===== src/rtl/winwdg_pkg.sv =====
package winwdg_pkg;

    localparam int BUS_W = 32;
    localparam int CNT_W = 7;

    localparam logic [3:0] OFS_CTRL = 4'h0;
    localparam logic [3:0] OFS_CFG  = 4'h4;
    localparam logic [3:0] OFS_STAT = 4'h8;

    localparam logic [CNT_W-1:0] CNT_RESET  = 7'h7F;
    localparam logic [CNT_W-1:0] CNT_EXPIRE = 7'h40;
    localparam logic [CNT_W-1:0] CNT_WARN   = 7'h41;

    typedef struct packed {
        logic [CNT_W-1:0] window;
        logic [1:0]       tbase;
        logic             ew_en;
    } cfg_t;

    typedef struct packed {
        cfg_t cfg;
        logic flag;
    } regs_st_t;

    typedef struct packed {
        logic [CNT_W-1:0] count;
        logic             active;
        logic             rst;
    } core_st_t;

endpackage


===== src/rtl/winwdg_prescaler.sv =====
module winwdg_prescaler #(
    parameter int BASE_LOG2 = 12,
    localparam int PRE_W = BASE_LOG2 + 3
) (
    input  logic       clk,
    input  logic       rst_n,
    input  logic       run,
    input  logic       restart,
    input  logic [1:0] tbase,
    output logic       tick
);

    logic [PRE_W-1:0] pre_q;
    logic [PRE_W-1:0] pre_d;
    logic [PRE_W-1:0] limit;

    always_comb begin
        limit = (PRE_W'(1) << (BASE_LOG2 + int'(tbase))) - PRE_W'(1);
        tick  = run && !restart && (pre_q >= limit);
        pre_d = pre_q;
        if (restart) begin
            pre_d = '0;
        end else if (run) begin
            pre_d = tick ? '0 : pre_q + PRE_W'(1);
        end
    end

    always_ff @(posedge clk or negedge rst_n) begin
        if (!rst_n) begin
            pre_q <= '0;
        end else begin
            pre_q <= pre_d;
        end
    end

    // a stopped timebase keeps its phase
    a_r9_hold_phase: assert property (@(posedge clk) disable iff (!rst_n)
        (!run && !restart) |=> $stable(pre_q));

    // a restart always lands on phase zero
    a_r2_restart_zero: assert property (@(posedge clk) disable iff (!rst_n)
        restart |=> (pre_q == '0));

endmodule


===== src/rtl/winwdg_core.sv =====
module winwdg_core
    import winwdg_pkg::*;
(
    input  logic             clk,
    input  logic             rst_n,
    input  logic             tick,
    input  logic             ctrl_wr,
    input  logic [7:0]       ctrl_data,
    input  logic [CNT_W-1:0] window,
    output logic [CNT_W-1:0] count,
    output logic             active,
    output logic             rst_req,
    output logic             ew_hit
);

    core_st_t s_q;
    core_st_t s_d;
    logic     expire;
    logic     bad_write;
    logic     arming;

    always_comb begin
        s_d       = s_q;
        arming    = s_q.active || ctrl_data[7];
        expire    = tick && s_q.active && (s_q.count == CNT_EXPIRE);
        ew_hit    = tick && s_q.active && (s_q.count == CNT_WARN);
        bad_write = ctrl_wr && ((arming && !ctrl_data[6]) ||
                                (s_q.active && (s_q.count > window)));
        if (ctrl_wr) begin
            s_d.count  = ctrl_data[CNT_W-1:0];
            s_d.active = arming;
        end else if (tick && s_q.active) begin
            s_d.count = s_q.count - CNT_W'(1);
        end
        s_d.rst = expire || bad_write;
    end

    always_ff @(posedge clk or negedge rst_n) begin
        if (!rst_n) begin
            s_q <= '{count: CNT_RESET, active: 1'b0, rst: 1'b0};
        end else begin
            s_q <= s_d;
        end
    end

    assign count   = s_q.count;
    assign active  = s_q.active;
    assign rst_req = s_q.rst;

    // arming is sticky
    a_r6_active_sticky: assert property (@(posedge clk) disable iff (!rst_n)
        s_q.active |=> s_q.active);

    // idle counter never moves on its own
    a_r11_idle_hold: assert property (@(posedge clk) disable iff (!rst_n)
        (!s_q.active && !ctrl_wr) |=> $stable(s_q.count));

    // without a write the counter only holds or steps down by one
    a_r2_single_step: assert property (@(posedge clk) disable iff (!rst_n)
        !ctrl_wr |=> ((s_q.count == $past(s_q.count)) ||
                      (s_q.count == $past(s_q.count) - CNT_W'(1))));

    // the 0x40 -> 0x3F step is always accompanied by a reset request
    a_r3_expiry_pulse: assert property (@(posedge clk) disable iff (!rst_n)
        ($past(s_q.count) == CNT_EXPIRE && s_q.count == 7'h3F && !$past(ctrl_wr))
        |-> s_q.rst);

endmodule


===== src/rtl/winwdg_regs.sv =====
module winwdg_regs
    import winwdg_pkg::*;
#(
    parameter int ADDR_W = 4
) (
    input  logic              clk,
    input  logic              rst_n,
    input  logic              bus_sel,
    input  logic              bus_wr,
    input  logic [ADDR_W-1:0] bus_addr,
    input  logic [3:0]        bus_be,
    input  logic [BUS_W-1:0]  bus_wdata,
    input  logic              ew_hit,
    input  logic [CNT_W-1:0]  count,
    input  logic              active,
    output cfg_t              cfg,
    output logic              flag,
    output logic              ctrl_wr,
    output logic [7:0]        ctrl_data,
    output logic [BUS_W-1:0]  bus_rdata
);

    regs_st_t    r_q;
    regs_st_t    r_d;
    logic        wr_lo;
    logic        wr_hi;
    logic [3:0]  ofs;
    logic        clr_req;

    always_comb begin
        ofs     = 4'(bus_addr);
        wr_lo   = bus_sel && bus_wr && bus_be[0];
        wr_hi   = bus_sel && bus_wr && bus_be[1];
        ctrl_wr   = wr_lo && (ofs == OFS_CTRL);
        ctrl_data = bus_wdata[7:0];
        clr_req = wr_lo && (ofs == OFS_STAT) && !bus_wdata[0];

        r_d = r_q;
        if (wr_lo && ofs == OFS_CFG) begin
            r_d.cfg.window = bus_wdata[CNT_W-1:0];
        end
        if (wr_hi && ofs == OFS_CFG) begin
            r_d.cfg.tbase = bus_wdata[9:8];
            r_d.cfg.ew_en = bus_wdata[10];
        end
        if (clr_req) begin
            r_d.flag = 1'b0;
        end
        if (ew_hit && r_q.cfg.ew_en) begin
            r_d.flag = 1'b1;
        end
    end

    always_comb begin
        bus_rdata = '0;
        if (bus_sel && !bus_wr) begin
            case (ofs)
                OFS_CTRL: bus_rdata[7:0] = {active, count};
                OFS_CFG: begin
                    bus_rdata[CNT_W-1:0] = r_q.cfg.window;
                    bus_rdata[9:8]       = r_q.cfg.tbase;
                    bus_rdata[10]        = r_q.cfg.ew_en;
                end
                OFS_STAT: bus_rdata[0] = r_q.flag;
                default:  bus_rdata = '0;
            endcase
        end
    end

    always_ff @(posedge clk or negedge rst_n) begin
        if (!rst_n) begin
            r_q <= '{cfg: '{window: CNT_RESET, tbase: 2'd0, ew_en: 1'b0},
                     flag: 1'b0};
        end else begin
            r_q <= r_d;
        end
    end

    assign cfg  = r_q.cfg;
    assign flag = r_q.flag;

    // the flag only falls on a zero write
    a_r8_flag_holds: assert property (@(posedge clk) disable iff (!rst_n)
        (r_q.flag && !clr_req) |=> r_q.flag);

    // the flag only rises with the enable set
    a_r7_flag_needs_enable: assert property (@(posedge clk) disable iff (!rst_n)
        $rose(r_q.flag) |-> $past(r_q.cfg.ew_en));

endmodule


===== src/rtl/winwdg_top.sv =====
module winwdg_top
    import winwdg_pkg::*;
#(
    parameter int BASE_LOG2 = 12,
    parameter int ADDR_W    = 4
) (
    input  logic              clk,
    input  logic              rst_n,
    input  logic              bus_sel,
    input  logic              bus_wr,
    input  logic [ADDR_W-1:0] bus_addr,
    input  logic [3:0]        bus_be,
    input  logic [31:0]       bus_wdata,
    output logic [31:0]       bus_rdata,
    input  logic              dbg_halt,
    input  logic              dbg_freeze_en,
    output logic              irq_early,
    output logic              rst_req
);

    cfg_t             cfg;
    logic             flag;
    logic             ctrl_wr;
    logic [7:0]       ctrl_data;
    logic [CNT_W-1:0] count;
    logic             active;
    logic             ew_hit;
    logic             tick;
    logic             run;

    assign run       = active && !(dbg_halt && dbg_freeze_en);
    assign irq_early = flag;

    winwdg_regs #(.ADDR_W(ADDR_W)) u_regs (
        .clk       (clk),
        .rst_n     (rst_n),
        .bus_sel   (bus_sel),
        .bus_wr    (bus_wr),
        .bus_addr  (bus_addr),
        .bus_be    (bus_be),
        .bus_wdata (bus_wdata),
        .ew_hit    (ew_hit),
        .count     (count),
        .active    (active),
        .cfg       (cfg),
        .flag      (flag),
        .ctrl_wr   (ctrl_wr),
        .ctrl_data (ctrl_data),
        .bus_rdata (bus_rdata)
    );

    winwdg_prescaler #(.BASE_LOG2(BASE_LOG2)) u_pre (
        .clk     (clk),
        .rst_n   (rst_n),
        .run     (run),
        .restart (ctrl_wr),
        .tbase   (cfg.tbase),
        .tick    (tick)
    );

    winwdg_core u_core (
        .clk       (clk),
        .rst_n     (rst_n),
        .tick      (tick),
        .ctrl_wr   (ctrl_wr),
        .ctrl_data (ctrl_data),
        .window    (cfg.window),
        .count     (count),
        .active    (active),
        .rst_req   (rst_req),
        .ew_hit    (ew_hit)
    );

    // a frozen armed counter does not move without a write
    a_r9_frozen_count: assert property (@(posedge clk) disable iff (!rst_n)
        (dbg_halt && dbg_freeze_en && !ctrl_wr) |=> $stable(count));

endmodule


===== config.mk =====
export PLATFORM = sky130hd
export DESIGN_NAME = winwdg_top
export DESIGN_NICKNAME = d
export VERILOG_FILES = /design/src/rtl/winwdg_pkg.sv /design/src/rtl/winwdg_prescaler.sv /design/src/rtl/winwdg_core.sv /design/src/rtl/winwdg_regs.sv /design/src/rtl/winwdg_top.sv
export SDC_FILE = /design/constraint.sdc
export NUM_CORES = 1
export LEC_CHECK = 0
export ABC_AREA = 0
export CORE_MARGIN = 8
export CORE_UTILIZATION = 42
export CTS_CLUSTER_SIZE = 40
export DETAILED_ROUTE_END_ITERATION = 8
export DONT_BUFFER_PORTS = 1
export GPL_TIMING_DRIVEN = 1
export SLEW_MARGIN = 20
export SYNTH_ARGS = -nofsm -noshare
export SYNTH_HDL_FRONTEND = slang
export SYNTH_HIERARCHICAL = 1
export SYNTH_SLANG_ARGS = --single-unit

===== constraint.sdc =====
create_clock -name clk -period 6 [get_ports clk]
set_input_delay 0.3 -clock clk [delete_from_list [all_inputs] [get_ports clk]]
set_output_delay 0.3 -clock clk [all_outputs]
set_load 0.01 [all_outputs]

==> impl_results.md <==
* Residual DRC at 0
* RSZ-0062 raised after global routing: false
* Most frequent cells in the layout: dfrtp_1 (21), conb_1 (21), nand2_1 (20)
* First-pass GRT wire length at between 9 and 10 mm
* Max clock buf depth at 2
* WL final at roughly 5.7 mm
* Hold Fails Final Rpt at 0
* Netlist Area Pre-Place at approximately 2700 um2
* Vias at 1954
* Critical path class: register to register
* Gr usage total at 12.97%
* Final Cycle Share at 44.65%
* Met3 GRT Util at 3.900%
* # IOs at 80
* TritonCTS clock tree: yes
* WP data required at just over 6 ns
* Ys Warns at 6
* Post-CTS Setup Inserts at 0
* RePlAce Congestion at roughly 0.81
* Hold crit path type: input pin to register
* Clock Sinks at 35
* Die H at slightly below 100 um
* Pre-CTS WS at between 3 and 4 ns
* Max-cap violations at 0
* Number of fill cells at between 500 and 600
* Total Power at 0.0008605 W
* Pwr dens at 312.9 nW/um2
* Mapped Avg Cell Area at ~9.4 um2
* Starting DRT DRC Count at 85
* Register area share after synthesis at between 30% and 40%
* Post-synth EDFFs at 0
* Slew @ Worst Pin at 0.5115 ns
* Clock latency on the worst-skew pair at ~0.28 ns
* Ys flop type: dfrtp_1
* Post-DP HPWL at ~4.2 mm
* CTS Buf Count at 5
* Core area at ~6300 um2
* Seq cells post-synth at 35
* CTS clock-pin slew for the worst setup and hold paths at 0.08 ns
* Share of cells above drive strength 1 at about 17%
* Fmax at around 370 MHz
* Startpoint Class: register
* Diode count at 0
* Slew HR at ~66%
* Ys async rst share at 100.0%
* Final Worst Setup Slack at 3.321 ns
* CP startpoint: u_regs/cfg[2]
* Routed WL per cell at 16.11 um
* Std-Cell Rows at 29
* Final setup TNS at 0 ns
* Worst Clk Skew at 0.01125 ns
* Hold path start: bus_wdata[5]
* Mapped Cells at 286
* Run status: finished, final reports clean
* CP arrival at 2.88 ns
* Root Buffer: clkbuf_8
* Crit Path Max Fanout at 14
* Met1 usage at between 15 and 20%
* Initial Util at 42.89%
* Nets at between 300 and 400
* Full die area at 9229 um2
* Most used routing layer: met2
* Area growth, synth to finish at 2.138%
* Via-to-Cell Ratio at 5.520
* Critical Path End Type: register
* Initial antenna violation count at 0
* GR Overflow Total at 0
* Slew Limit Fails at 0
* Netlist cell types at 66
* Endpoints failing setup at 0
* Die Wd at slightly below 100 um
* RR Startpoint: u_regs/cfg[2]
* Post-detailed-route count of antenna-violating nets at 0
* H-tree depth at 2
* Final worst path period need at 2.679 ns
* Met2 Usage GRT at 19.41%
* I/O Buffers at 0
* Vias in the first global route at 1943
* DRT Pass-1 Iters at 4
* Cell leakage power at about 1.1 nW
* Worst vdd ir at around 0.00015 V
* Largest net degree at the start of global routing at 42
-- synth_stat cells, drive strengths merged, types with 10 or more instances --
library cell	number	area [um2]
nor2	17	63.81
dfrtp	21	525.5
mux2	11	123.9
o21ai	12	82.58
dfstp	14	367.9
inv	13	48.80
ha	13	162.7
a21oi	10	53.80
buf	36	262.7
nand3	11	60.06
nand2	21	86.33
and3	10	72.57
-- registers in the layout, indices dropped and copies added, names as in the netlist --
signal          cells
u_pre/pre_q        15
u_core/active       1
u_regs/flag         1
u_core/rst_req      1
u_regs/cfg         10
u_core/count        7
-- path summary, 6_finish.rpt --
check / end / slack [ns] / depth (start not counted)
max: u_core/count[3] / 3.32 / 10
min in group asynchronous: u_pre/pre_q[7] / 0.46 / 2
min reg2reg: u_regs/cfg[0] / 0.54 / 1
min: u_core/count[5] / 0.1 / 2
max in group asynchronous: u_regs/cfg[4] / 5.29 / 2
max reg2reg: u_core/count[3] / 3.32 / 10
-- metrics by stage --
stage                     instances  utilization (%)  hold WS (ns)  area, um2
final                           354            43.81       0.09558       2750
after global routing            354            43.81       0.09089       2750
after CTS                       354            43.81       0.08929       2750
after detailed placement        344            41.46      0.006556       2603
after global placement          344            41.46      0.006281       2603
after floorplan                 306                -      0.004409       2768
-- cells by family after synthesis --
logic type | share of synthesized area [%]
compound gates | 16.12
xor+xnor | 1.952
fa+ha+maj | 6.041
buf+inv | 12.31
flops | 33.18
mux | 7.946
other cells | 0.1393
simple gates | 22.30
-- power breakdown --
| part | internal (W) | total, W | switching [W] | leakage [nW] |
|---|---|---|---|---|
| Combinational | 0.000129 | 0.000269 | 0.000140 | 0.634 |
| Sequential | 0.000302 | 0.000369 | 0.0000670 | 0.421 |
| Clock | 0.000135 | 0.000223 | 0.0000883 | 0.0612 |
| Total | 0.000565 | 0.000861 | 0.000295 | 1.12 |
-- metal layers --
layer | part of all wire, % | wire [um]
met5 | 0 | 0
met4 | 0.53 | 30
met3 | 8.2 | 465
met2 | 45 | 2546
met1 | 47 | 2660
-- final cells by class --
type | count | area (um2) | share of cell area, %
multi-input combinational | 217 | 1549 | 56.32
tap | 77 | 96.34 | 3.503
sequential | 35 | 893.4 | 32.48
clock inverter | 2 | 35.03 | 1.274
inverter | 13 | 48.80 | 1.774
timing repair buffer | 4 | 45.04 | 1.638
clock buffer | 6 | 82.58 | 3.003
-- critical path, stage by stage, from the launching register on --
cell     delay, ns
dfrtp_1       0.40
nand2_1       0.08
ha_1          0.30
and3_1        0.17
nand3_2       0.13
o21ai_4       0.44
nor3b_2       0.33
nand2_1       0.20
nor4_1        0.29
xnor2_1       0.17
o21ai_1       0.08
-- timing repair --
item | CTS | global route
hold buffers | 2 | 0
gates resized for setup | 0 | 0
hold endpoints to repair | 35 | 0
No activity file was read; power rests on OpenSTA's default activity.
